File: config.mk
export PLATFORM = sky130hd
export DESIGN_NAME = pport_regs
export DESIGN_NICKNAME = d
export VERILOG_FILES = /design/src/rtl/pport_pkg.sv /design/src/rtl/pport_sync.sv /design/src/rtl/pport_irq.sv /design/src/rtl/pport_regs.sv
export SDC_FILE = /design/constraint.sdc
export NUM_CORES = 1
export LEC_CHECK = 0
export ABC_AREA = 1
export BUFFER_PORTS_ARGS = -buffer_cell sky130_fd_sc_hd__buf_2
export CAP_MARGIN = 10
export CELL_PAD_IN_SITES_DETAIL_PLACEMENT = 1
export CELL_PAD_IN_SITES_GLOBAL_PLACEMENT = 2
export CORE_MARGIN = 5
export CORE_UTILIZATION = 25
export DETAILED_ROUTE_END_ITERATION = 12
export GPL_ROUTABILITY_DRIVEN = 0
export PLACE_DENSITY_LB_ADDON = 0.1
export SYNTH_ARGS = -nofsm -noshare
export SYNTH_HDL_FRONTEND = slang
export SYNTH_SLANG_ARGS = --single-unit
File: constraint.sdc
create_clock -name clk -period 0.8 [get_ports clk]
set_input_delay 0.2 -clock clk [delete_from_list [all_inputs] [get_ports clk]]
set_output_delay 0.2 -clock clk [all_outputs]
set_load 0.01 [all_outputs]
File: src/rtl/pport_pkg.sv
package pport_pkg;
    localparam int BYTE_W = 8;
    localparam int CTRL_W = 6;
    localparam int STAT_W = 5;
    localparam int STAT_PAD = BYTE_W - STAT_W;

    // control bit positions (software-visible layout)
    localparam int CB_STROBE = 0;
    localparam int CB_AUTOFD = 1;
    localparam int CB_INIT   = 2;
    localparam int CB_SELIN  = 3;
    localparam int CB_IEN    = 4;
    localparam int CB_DIR    = 5;

    // status input vector positions inside the synchroniser
    localparam int SI_FAULT = 0;
    localparam int SI_SEL   = 1;
    localparam int SI_PERR  = 2;
    localparam int SI_ACK   = 3;
    localparam int SI_BUSY  = 4;

    typedef enum logic [1:0] {
        SEL_DATA   = 2'd0,
        SEL_STATUS = 2'd1,
        SEL_CTRL   = 2'd2,
        SEL_RSVD   = 2'd3
    } reg_sel_e;

    typedef struct packed {
        logic [BYTE_W-1:0] data;
        logic [CTRL_W-1:0] ctrl;
    } host_regs_t;

    typedef struct packed {
        logic prev;
        logic pending;
    } irq_state_t;
endpackage

File: src/rtl/pport_sync.sv
module pport_sync #(
    parameter int WIDTH  = 8,
    parameter int STAGES = 2
) (
    input  logic             clk,
    input  logic             rst_n,
    input  logic [WIDTH-1:0] din,
    output logic [WIDTH-1:0] dout
);
    localparam int LAST = STAGES - 1;

    logic [STAGES-1:0][WIDTH-1:0] chain_d, chain_q;

    always_comb begin
        chain_d[0] = din;
        for (int s = 1; s < STAGES; s++) begin
            chain_d[s] = chain_q[s-1];
        end
    end

    always_ff @(posedge clk) begin
        if (!rst_n) chain_q <= '0;
        else        chain_q <= chain_d;
    end

    assign dout = chain_q[LAST];
endmodule

File: src/rtl/pport_irq.sv
module pport_irq
    import pport_pkg::*;
(
    input  logic clk,
    input  logic rst_n,
    input  logic level,
    input  logic enable,
    input  logic clear,
    output logic pending
);
    irq_state_t st_d, st_q;
    logic       rise;

    always_comb begin
        rise       = level && !st_q.prev;
        st_d.prev  = level;
        st_d.pending = st_q.pending;
        if (clear)          st_d.pending = 1'b0;
        if (rise && enable) st_d.pending = 1'b1;   // a new edge beats a clear
    end

    always_ff @(posedge clk) begin
        if (!rst_n) st_q <= '0;
        else        st_q <= st_d;
    end

    assign pending = st_q.pending;
endmodule

File: src/rtl/pport_regs.sv
module pport_regs
    import pport_pkg::*;
#(
    parameter int SYNC_STAGES = 2
) (
    input  logic              clk,
    input  logic              rst_n,
    input  logic [1:0]        sel,
    input  logic              wr_en,
    input  logic              rd_en,
    input  logic [BYTE_W-1:0] wr_data,
    output logic [BYTE_W-1:0] rd_data,
    input  logic              ext_mode,
    input  logic [BYTE_W-1:0] pd_in,
    output logic [BYTE_W-1:0] pd_out,
    output logic              pd_oe,
    output logic              n_strobe,
    output logic              n_autofd,
    output logic              n_init,
    output logic              n_selectin,
    input  logic              busy_i,
    input  logic              n_ack_i,
    input  logic              perror_i,
    input  logic              select_i,
    input  logic              n_fault_i,
    output logic              irq
);
    host_regs_t        regs_d, regs_q;
    reg_sel_e          sel_e;
    logic [STAT_W-1:0] stat_raw, stat_s;
    logic [BYTE_W-1:0] pins_s;
    logic [BYTE_W-1:0] status_byte;
    logic              stat_clear;

    assign sel_e = reg_sel_e'(sel);

    assign stat_raw[SI_FAULT] = n_fault_i;
    assign stat_raw[SI_SEL]   = select_i;
    assign stat_raw[SI_PERR]  = perror_i;
    assign stat_raw[SI_ACK]   = n_ack_i;
    assign stat_raw[SI_BUSY]  = busy_i;

    pport_sync #(.WIDTH(STAT_W), .STAGES(SYNC_STAGES)) i_stat_sync (
        .clk  (clk),
        .rst_n(rst_n),
        .din  (stat_raw),
        .dout (stat_s)
    );

    pport_sync #(.WIDTH(BYTE_W), .STAGES(SYNC_STAGES)) i_data_sync (
        .clk  (clk),
        .rst_n(rst_n),
        .din  (pd_in),
        .dout (pins_s)
    );

    assign stat_clear = rd_en && (sel_e == SEL_STATUS);

    pport_irq i_irq (
        .clk    (clk),
        .rst_n  (rst_n),
        .level  (stat_s[SI_ACK]),
        .enable (regs_q.ctrl[CB_IEN]),
        .clear  (stat_clear),
        .pending(irq)
    );

    // register next state
    always_comb begin
        regs_d = regs_q;
        if (wr_en) begin
            case (sel_e)
                SEL_DATA: regs_d.data = wr_data;
                SEL_CTRL: regs_d.ctrl = wr_data[CTRL_W-1:0];
                default:  regs_d = regs_q;
            endcase
        end
    end

    always_ff @(posedge clk) begin
        if (!rst_n) regs_q <= '0;
        else        regs_q <= regs_d;
    end

    // status byte assembly: busy is presented inverted
    always_comb begin
        status_byte = '0;
        status_byte[STAT_PAD+SI_FAULT] = stat_s[SI_FAULT];
        status_byte[STAT_PAD+SI_SEL]   = stat_s[SI_SEL];
        status_byte[STAT_PAD+SI_PERR]  = stat_s[SI_PERR];
        status_byte[STAT_PAD+SI_ACK]   = stat_s[SI_ACK];
        status_byte[STAT_PAD+SI_BUSY]  = !stat_s[SI_BUSY];
    end

    always_comb begin
        case (sel_e)
            SEL_DATA:   rd_data = pins_s;
            SEL_STATUS: rd_data = status_byte;
            SEL_CTRL:   rd_data = {{(BYTE_W-CTRL_W){1'b0}}, regs_q.ctrl};
            default:    rd_data = '0;
        endcase
    end

    // pin drive
    assign pd_out     = regs_q.data;
    assign pd_oe      = !(ext_mode && regs_q.ctrl[CB_DIR]);
    assign n_strobe   = !regs_q.ctrl[CB_STROBE];
    assign n_autofd   = !regs_q.ctrl[CB_AUTOFD];
    assign n_selectin = !regs_q.ctrl[CB_SELIN];
    assign n_init     = regs_q.ctrl[CB_INIT];
endmodule

==> flow_summary_export.csv <==
group,metric,value,unit
run_status,status,"finished with violations",
run_status,violations,"setup timing",
setup_path,cp_data_required_time,600,ps
setup_path,worst-path-max-fanout,2,
route,dr_total_vias,1341,
yosys,synth_common_cells,"59 x nand2_1, 42 x dfxtp_1, 35 x inv_1, 20 x nor2_1",
layout,finalCoreUtilization,37.2,%
placed_design,port_buffers,49,
sta,setup_tns,-5840,ps
route,wl_per_cell,10.8,µm
clocking,clockBufferDepth,2,
layout,fillers,774,
route,wl,3750,µm
yosys,synth_area_leader_cell,"dfxtp_1",
sta,final_max_slew_viol_count,0,
yosys,synth-seq-cells,42,
placed_design,post-dp-hpwl,2650,µm
pwr,p_per_area,1750,mW/mm²
sta,worst_slew_pin_slew,210,ps
floorplan,rows,29,
yosys,synth_edf_count,0,
floorplan,die_w,90.1,µm
sta,min_period_over_period,154,%
yosys,syn_area,0.00160,mm²
floorplan,coreArea,0.00631,mm²
pwr,leakage,0.00126,µW
layout,drive_gt1_share,43.2,%
layout,seqCellArea,863,µm²
global_routing,grt-ovfl-total,0,
pwr,irDropWorstVdd,0.000567,V
layout,multi_input_area,544,µm²
yosys,synthAdderAreaFrac,0,%
route,initialDrtViolationCount,23,
yosys,synth.most_common_cell,"nand2_1",
setup_path,crit_arrival,1030,ps
clocking,cts_tree,"done",
yosys,synth_xor_area_share,0,%
yosys,synth_area_leaders,"dfxtp_1 52%, nand2_1 14%, inv_1 8.2%",
placed_design,pre_cts_slack,-360,ps
route,antenna_left,0,
global_routing,grt_max_degree,27,
sta,hold_viol,0,
layout,nNetsFinal,299,
sta,skew,0.764,ps
yosys,synthCells,207,
yosys,ys_warn_count,0,
yosys,yosysTopAreaCellShare,52.4,%
yosys,synth_top_family_by_area,"simple AND/OR/NAND/NOR gates",
clocking,htreeDepth,2,
yosys,ys_types,17,
sta,max_freq,0.810,GHz
min_path,hp-class,"input port to register",
route,vias_per_cell,3.85,
sta,whs,83.6,ps
setup_path,setup.worst_path.end_class,"output port",
yosys,synthMuxAreaShare,0,%
global_routing,antenna_found_initial,0,
global_routing,grt.total_usage,9.57,%
floorplan,die_h,90.1,µm
clocking,insertion_delay,290,ps
clocking,cts.sinks,42,
floorplan,start_util,25.4,%
yosys,async_flop_share,0,%
yosys,ys_seq_area_share,52.4,%
yosys,synth-simple-area-share,25.6,%
clocking,cts_root_buf,"clkbuf_8",
layout,syn2layout_area_growth,46.5,%
floorplan,ios,50,
job,maxCapViolCount,0,
route,drcViolationCount,0,
floorplan,dieArea,0.00812,mm²
global_routing,grt_pass1_vias,1349,
global_routing,grt_pass1_wl,6270,µm
setup_path,path_class,"register to output port",
yosys,syn_area_per_cell,7.75,µm²
sta,fin_ws,-435,ps
yosys,synthFlopType,"dfxtp_1",
layout,antenna_cells,0,
sta,setup_viol,31,
setup_path,reg2reg_slack,-60,ps
sta,min_period,1230,ps
clocking,cts_buffers,5,
yosys,synth_compound_area_share,5.62,%
sta,rsz0062_at_grt,"true",
route,firstDrtPassIters,2,
setup_path,cp-start-kind,"register",
sta,relSlewSlack,86.0,%
clocking,path_clk_slew,80,ps
yosys,synth.net_count,235,
-- cell usage in the layout, fill, tap and decap left out --
cell type,n
dfxtp_2,15
o211ai_1,3
clkbuf_16,1
nand3_2,1
a21oi_2,1
dfxtp_1,26
clkinvlp_4,1
nor2_4,1
a21oi_1,8
clkbuf_1,1
dfxtp_4,1
buf_4,16
o21ai_2,2
inv_2,6
nand3b_1,9
buf_12,3
nand2_1,53
nand3_1,4
buf_8,1
nand2_2,6
o21ai_1,1
inv_4,1
buf_6,22
nor2_1,20
inv_1,29
clkbuf_8,5
nand3_4,1
o31ai_2,1
buf_2,32
-- state kept, by name (all words and copies together), names as in the netlist --
name and count:
i_stat_sync.chain_d 5, regs_q 5, i_irq.pending 1, i_data_sync.dout 8
i_data_sync.chain_d 8, n_init 1, pd_out 8, i_stat_sync.dout 5
i_irq.st_q 1
-- worst max-delay path, cell delays in order (launching register included) --
cell and delay (ps):
dfxtp_2 340, inv_2 40, o211ai_1 190, buf_2 170
-- report_power, final --
group	switching [µW]	internal, µW
Combinational	274	326
Sequential	41.6	2190
Clock	689	598
Total	1000	3120
-- area by class of cell --
cell class	count	area share, %
clock buffers	6	3.09
clock inverters	1	0.319
inverters	36	5.86
multi-input cells	111	23.2
flip-flops and latches	42	36.7
well taps	77	4.10
repair buffers	75	26.7
-- metrics by stage --
stage                     total power [µW]  area [µm²]  std cells
after global placement                2740        1970        330
after CTS                             4160        2220        342
after global routing                  4410        2350        348
final                                 4120        2350        348
after floorplan                       2540        1620        207
after detailed placement              2740        1970        330
-- final timing paths --
path | depth (start not counted) | end | start
max reg2reg | 6 | regs_q[3]$_SDFFE_PN0P_ | regs_q[3]$_SDFFE_PN0P_
max | 3 | rd_data[4] | regs_q[4]$_SDFFE_PN0P_
min | 3 | i_stat_sync.chain_d[8]$_SDFF_PN0_ | n_ack_i
min reg2reg | 2 | i_stat_sync.dout[4]$_SDFF_PN0_ | i_stat_sync.chain_d[9]$_SDFF_PN0_
-- layer usage --
layer / global-route usage [%] / wire length (µm) / vias up / part of all wire, %
met2: 15.2 / 1740 / 34 / 46
li1: - / - / 732 / -
met3: 4.01 / 263 / 7 / 7.0
met4: 4.47 / 61 / 0 / 1.6
met5: 0 / 0 / - / 0
met1: 11.1 / 1690 / 568 / 45
-- repair_timing --
item | 4_1_cts | 5_1_grt
resized for setup | 43 | 25
cloned | 0 | 1
buffers inserted | 5 | 8
hold buffers | 0 | 0
pin swaps | 10 | 8
endpoints found under the setup margin | 30 | 37
endpoints found under the hold margin | 0 | 0
-- cells by family (layout without fill, tap and decap cells) --
kind of cell,after synthesis,after routing
AO/OA/AOI/OAI,16,16
buffers and inverters,54,118
flip-flops,42,42
AND/OR/NAND/NOR,95,95
Note: power is estimated with default switching activity, not from simulation.
